<file path="config.mk">
export PLATFORM = sky130hd
export DESIGN_NAME = timing_loss_guard
export DESIGN_NICKNAME = d
export VERILOG_FILES = /design/src/rtl/tlg_pkg.sv /design/src/rtl/tlg_edge_sync.sv /design/src/rtl/tlg_watchdog.sv /design/src/rtl/tlg_cycler.sv /design/src/rtl/timing_loss_guard.sv
export SDC_FILE = /design/constraint.sdc
export NUM_CORES = 1
export LEC_CHECK = 0
export BUFFER_PORTS_ARGS = -buffer_cell sky130_fd_sc_hd__clkbuf_2
export CORE_UTILIZATION = 45
export DETAILED_ROUTE_END_ITERATION = 8
export PLACE_DENSITY = 0.72
export SKIP_CTS_REPAIR_TIMING = 1
export SLEW_MARGIN = 30
export SYNTH_ARGS = -nofsm -noshare
export SYNTH_HDL_FRONTEND = slang
export SYNTH_HIERARCHICAL = 1
export SYNTH_SLANG_ARGS = --single-unit
</file>
<file path="constraint.sdc">
create_clock -name clk -period 3.35 [get_ports clk]
set_clock_uncertainty 0.2 [all_clocks]
set_input_delay 1.005 -clock clk [delete_from_list [all_inputs] [get_ports clk]]
set_output_delay 1.005 -clock clk [all_outputs]
set_load 0.1 [all_outputs]
</file>
<file path="src/rtl/tlg_pkg.sv">
package tlg_pkg;
  // Counter width for counting 0..n-1, at least one bit.
  function automatic int cnt_w(input int n);
    return (n > 2) ? $clog2(n) : 1;
  endfunction

  typedef enum logic {
    WD_LIVE    = 1'b0,
    WD_EXPIRED = 1'b1
  } wd_state_e;
endpackage

</file>
<file path="src/rtl/tlg_edge_sync.sv">
module tlg_edge_sync #(
  parameter int STAGES = 2
) (
  input  logic clk,
  input  logic rst_n,
  input  logic async_in,
  output logic rise_pulse
);
  logic [STAGES-1:0] sync_q;
  logic              last_q;

  generate
    for (genvar i = 0; i < STAGES; i++) begin : g_stage
      if (i == 0) begin : g_first
        always_ff @(posedge clk or negedge rst_n)
          if (!rst_n) sync_q[0] <= 1'b0;
          else        sync_q[0] <= async_in;
      end else begin : g_next
        always_ff @(posedge clk or negedge rst_n)
          if (!rst_n) sync_q[i] <= 1'b0;
          else        sync_q[i] <= sync_q[i-1];
      end
    end
  endgenerate

  always_ff @(posedge clk or negedge rst_n)
    if (!rst_n) last_q <= 1'b0;
    else        last_q <= sync_q[STAGES-1];

  assign rise_pulse = sync_q[STAGES-1] & ~last_q;
endmodule

</file>
<file path="src/rtl/tlg_watchdog.sv">
module tlg_watchdog
  import tlg_pkg::*;
#(
  parameter int TIMEOUT_CYC = 16
) (
  input  logic clk,
  input  logic rst_n,
  input  logic kick,
  output logic expired
);
  localparam int CW = cnt_w(TIMEOUT_CYC);
  localparam logic [CW-1:0] LAST = CW'(TIMEOUT_CYC - 1);

  wd_state_e     state_q;
  logic [CW-1:0] cnt_q;

  always_ff @(posedge clk or negedge rst_n) begin
    if (!rst_n) begin
      state_q <= WD_EXPIRED;
      cnt_q   <= '0;
    end else if (kick) begin
      state_q <= WD_LIVE;
      cnt_q   <= '0;
    end else if (state_q == WD_LIVE) begin
      if (cnt_q == LAST) begin
        state_q <= WD_EXPIRED;
        cnt_q   <= '0;
      end else begin
        cnt_q <= cnt_q + 1'b1;
      end
    end
  end

  assign expired = (state_q == WD_EXPIRED);
endmodule

</file>
<file path="src/rtl/tlg_cycler.sv">
module tlg_cycler
  import tlg_pkg::*;
#(
  parameter int HALF_PERIOD_CYC = 8
) (
  input  logic clk,
  input  logic rst_n,
  input  logic req,
  output logic wave
);
  localparam int CW = cnt_w(HALF_PERIOD_CYC);
  localparam logic [CW-1:0] LAST = CW'(HALF_PERIOD_CYC - 1);

  logic          active_q;
  logic          phase_q;
  logic [CW-1:0] cnt_q;

  always_ff @(posedge clk or negedge rst_n) begin
    if (!rst_n) begin
      active_q <= 1'b0;
      phase_q  <= 1'b1;
      cnt_q    <= '0;
    end else if (!req) begin
      active_q <= 1'b0;
      phase_q  <= 1'b1;
      cnt_q    <= '0;
    end else begin
      active_q <= 1'b1;
      if (active_q) begin
        if (cnt_q == LAST) begin
          cnt_q   <= '0;
          phase_q <= ~phase_q;
        end else begin
          cnt_q <= cnt_q + 1'b1;
        end
      end
    end
  end

  assign wave = active_q & phase_q;
endmodule

</file>
<file path="src/rtl/timing_loss_guard.sv">
module timing_loss_guard #(
  parameter int DATA_W          = 8,
  parameter int TIMEOUT_CYC     = 1024,
  parameter int HALF_PERIOD_CYC = 1937500000,
  parameter int SYNC_STAGES     = 2
) (
  input  logic              clk,
  input  logic              rst_n,
  input  logic              timing_in,
  input  logic              ot_req,
  input  logic              in_valid,
  output logic              in_ready,
  input  logic [DATA_W-1:0] in_data,
  output logic              out_valid,
  input  logic              out_ready,
  output logic [DATA_W-1:0] out_data,
  output logic              oot_alarm
);
  logic timing_rise;
  logic wd_expired;
  logic cyc_wave;

  tlg_edge_sync #(.STAGES(SYNC_STAGES)) u_sync (
    .clk        (clk),
    .rst_n      (rst_n),
    .async_in   (timing_in),
    .rise_pulse (timing_rise)
  );

  tlg_watchdog #(.TIMEOUT_CYC(TIMEOUT_CYC)) u_wd (
    .clk     (clk),
    .rst_n   (rst_n),
    .kick    (timing_rise),
    .expired (wd_expired)
  );

  tlg_cycler #(.HALF_PERIOD_CYC(HALF_PERIOD_CYC)) u_cyc (
    .clk   (clk),
    .rst_n (rst_n),
    .req   (ot_req),
    .wave  (cyc_wave)
  );

  assign out_valid = in_valid;
  assign in_ready  = out_ready;
  assign out_data  = wd_expired ? '0 : in_data;
  assign oot_alarm = wd_expired | cyc_wave;
endmodule

</file>
# Word level (Yosys, flattened, before mapping)
# Cells that the tools add are included.
# classes
addsub	2
eq_ne	5
muxes	14
bitwise_logic	5
n_reduce_logical	1
# op_table
cell	count
$mux W31	3
$add A31 B1 Y31 const B	1
$eq A31 B31 Y1 const B	1
$mux W10	3
$add A10 B1 Y10 const B	1
$eq A10 B10 Y1 const B	1
$mux W8	1
$mux W1	7
$ne A2 B1 Y1 const B	2
$and A1 B1 Y1	2
$ne A2 B2 Y1 const B	1
$not A1 Y1	2
$reduce_and A2 Y1	1
$or A1 B1 Y1	1
# word_totals
register_bits	47
input_bits	14
out_inout_bits	11
wordCells	35

# Logic depth before layout (Yosys ltp)
# depth
word_depth	4
depth_mapped	7
ltp_nobuf	6

# By module
# The synthesis kept the hierarchy.
# modules_own_cells
module	instances	cells_per_inst	area_per_inst_um2	seq_area_each_um2
tlg_cycler	1	192	1783.0	827.0
tlg_watchdog	1	63	585.6	276.5
tlg_edge_sync	1	4	88.8	75.1
timing_loss_guard	1	11	71.3	0.0

# Worst setup path before layout
# Ideal clock, no wire load.
# synth_timing
path_kind	input-to-output
start	in in_data[0]
end	out out_data[0]
arrival_ns	2.339
required_ns	2.145
slack_ns	-0.194
cell_stages	1
path_buffers	0
cell_sequence	nor2b_1
# synth_via
elab_chain_cells	1
# synth_rtl
item	line_no	rtl
start: declaration	timing_loss_guard.sv:13	input logic [DATA_W-1:0] in_data,
$mux W8	timing_loss_guard.sv:46	assign out_data = wd_expired ? '0 : in_data;
end: declaration	timing_loss_guard.sv:16	output logic [DATA_W-1:0] out_data,
# No other way between the ends.

# Worst setup path in the final report
# layout_timing
start	reg u_wd.state_q (netlist: u_wd/expired)
end	out oot_alarm
# layout_via
elab_chain_cells	1
# layout_rtl
item	line_no	rtl
start: declaration	tlg_watchdog.sv:14	wd_state_e state_q;
start signal: assignment	tlg_watchdog.sv:19	state_q <= WD_EXPIRED;
start signal: assignment	tlg_watchdog.sv:22	state_q <= WD_LIVE;
start signal: assignment	tlg_watchdog.sv:26	state_q <= WD_EXPIRED;
$or A1 B1 Y1	timing_loss_guard.sv:47	assign oot_alarm = wd_expired | cyc_wave;
end: declaration	timing_loss_guard.sv:17	output logic oot_alarm
# No other way between the ends.

==> results.md <==
- Power Density: 414 mW/mm^2
- Startpoint Class: flop
- Largest net degree at the start of global routing: 28
- Status: finished, final reports clean
- Vias/cell: ~5.5
- Least-Margin Pin Slew: 0.653 ns
- Initial antenna violation count: 0
- Worst reg2reg startpoint: u_cyc/cnt_q[7]
- First-pass GRT wire length: between 8000 and 9000 um
- Non-Filler Instances: 363
- Share of cells above drive strength 1: 0.177
- Starting DRC count in detailed routing: 153
- Setup_tns: 0 ns
- Die area: 0.00592 sq mm
- Post-Synthesis Cell Area: about 0.0025 sq mm
- Post-synth EDFFs: 0
- Arrival time worst endpoint: 1.72 ns
- Total gr overflow: 0
- Setup violations, final: 0
- Seq/Total Area, Yosys: 0.466
- Final Util: 0.538
- Clock tree root buffer cell: clkbuf_8
- CTS tree: built
- Synth Flop Type: dfrtp_1
- Design area: 0.00283 sq mm
- Grt met2 use: 0.268
- Site Rows: 26
- Setup crit end kind: output pin
- Post-Place Cells: 355
- Synth Area in Adders: 0.00990
- Hold depth: 0
- Commonest non-fill, non-tap cell in the layout: dfrtp_1
- FF-to-FF setup slack: roughly 1.2 ns
- Met1 usage: 0.251
- Gpl congestion: 0.824
- Slew Viols, Final: 0
- Peak VDD IR: 0.153 mV
- GR Util All Layers: 0.178
- Starting Density: 0.480
- H-tree depth: 2
- Skew-Pair Late Insertion Delay: 0.30 ns
- Cell with the largest stage delay on the worst path: dfstp_2
- Synth warn: 6
- Fraction of registers with async set/reset: 1.00
- Worst Hold Class: flop to flop
- # IOs: 25
- Die X: roughly 77 um
- Drc violations: 0
- Clock Sinks: 47
- Synth Register Bits: 47
- Area fraction in compound gates after synthesis: 0.0524
- Cell variety after synth: between 40 and 50
- Area grow syn2layout: 12.0%
- Fill cell total of the finished layout: slightly above 500
- Mux contribution to synthesized area: 0.00445
- Worst path max stage delay: 0.80 ns
- CTS buffer count: 5
- Worst Reg-to-Reg Cells: 6
- Hold wc startpoint: u_sync/sync_q[0]
- Most frequent cells in the layout: 45 x dfrtp_1, 41 x nor2_1, 26 x nand2_1
- Core area: 0.00527 sq mm
- Hold EP: u_sync/sync_q[1]
- Synthesized netlist cell count: between 200 and 300
- Met3 usage: 0.0417
- Fmax achieved: 0.342 GHz
- Area of the multi-input gates: 0.00132 sq mm
- Syn_area_per_cell: 9.37 sq um
- Req. time, crit path: 2.14 ns
- Slew HR: 0.561
- Final min period: ~3 ns
- MaxCap Viol Count: 0
- Place WS: 0.477 ns
- Largest family of logic cells by synthesized area: simple AND/OR/NAND/NOR gates
- Hold Vio Cnt, Final: 0
- Total wire length: 4880 um
- Placed Area: 0.00272 sq mm
- Clock buffer depth: 2
- Register Area: between 0.001 and 0.0015 sq mm
- Pleak: 1.19 nW
- Final Worst Setup Slack: 0.427 ns
- Crit-path max FO: 21
- Vias in the first global route: 1803
- IO Port Bufs: 20
- Clk slew on worst S/H paths: 0.09 ns
- WL/cell: 13.4 um
- Die span in y: ~77 um
- Most Crowded Layer GR: met2
- Antenna Diode Count: 0
- ANT nets after route: 0
- FF-to-FF End: u_cyc/cnt_q[4]
- Crit path kind: flop to output pin
- Post-synthesis simple-gate area fraction: 0.345
- Crit share post-route: 0.872
- RSZ-0062 raised after global routing: false
- Synth Area in XOR/XNOR: 0.100
- Nets: 308
- Mapped Nets: 286
- Vias: 2009
- Pre-antenna DRT Iters: 4
- HPWL after detailed placement: 3470 um
- CP Cell Sequence: or2_1, clkbuf_2
[cells by family after synthesis]
kind of cell | after synthesis
simple gates | 156
mux | 1
flops | 47
xor+xnor | 29
fa+ha+maj | 2
buf+inv | 12
compound gates | 23
[layout make-up]
class	count	area share
Clock inverter	2	0.0124
Clock buffer	6	0.0292
Inverter	5	0.00663
Timing Repair Buffer	22	0.0406
Tap cell	70	0.0309
Sequential cell	47	0.416
Multi-Input combinational cell	211	0.464
[metrics by stage]
step                      power [mW]  hold slack, ns
after floorplan                0.728           0.131
after global placement         0.751           0.133
after detailed placement       0.756           0.136
after CTS                       1.19           0.157
after global routing            1.22           0.160
final                           1.17           0.153
[synthesized netlist by cell type (3+ instances only)]
| master | instances | area, sq um |
|---|---|---|
| nor3_1 | 7 | 35.0 |
| or3_1 | 6 | 37.5 |
| nand2_1 | 26 | 97.6 |
| nor2b_1 | 11 | 68.8 |
| nand4_1 | 16 | 100 |
| nor4_1 | 6 | 37.5 |
| a21oi_1 | 8 | 40.0 |
| xnor2_1 | 7 | 61.3 |
| xor2_1 | 22 | 193 |
| dfrtp_1 | 45 | 1130 |
| and3_1 | 3 | 18.8 |
| inv_1 | 5 | 18.8 |
| o21ai_0 | 8 | 40.0 |
| nor2_1 | 41 | 154 |
| nand3_1 | 17 | 85.1 |
[worst max-delay path, delay by kind of cell (launching register included)]
family                 cells  cell delay [ns]
buffers and inverters      1             0.44
DFF                        1             0.80
and+or+nand+nor            1             0.16
[worst max path at each step]
stage / from / to / slack, ns / cells past startpoint
floorplan: in_data[0] / out_data[0] / 0.32 / 1
global placement: in_data[5] / out_data[5] / 0.49 / 3
detailed placement: in_data[3] / out_data[3] / 0.48 / 3
CTS: u_wd/expired / oot_alarm / 0.42 / 2
global route: u_wd/expired / oot_alarm / 0.36 / 2
finish: u_wd/expired / oot_alarm / 0.43 / 2
[where the power goes]
| group | switching (mW) | internal (mW) | total [mW] |
|---|---|---|---|
| Sequential | 0.0249 | 0.588 | 0.613 |
| Clock | 0.186 | 0.242 | 0.427 |
| Combinational | 0.0890 | 0.0420 | 0.131 |
| Total | 0.300 | 0.872 | 1.17 |
[sequential cells by signal, indices dropped and copies added (netlist names)]
| signal | cells |
|---|---|
| u_cyc/active_q | 1 |
| u_wd/expired | 1 |
| u_wd/cnt_q | 10 |
| u_sync/sync_q | 2 |
| u_sync/last_q | 1 |
| u_cyc/cnt_q | 31 |
| u_cyc/phase_q | 1 |
[metal layers]
metal,part of all wire,up-vias
met4,0.012,0
met2,0.43,51
met3,0.057,6
met5,0,-
met1,0.50,972
li1,-,980
Power figures use the tool's default switching activity.
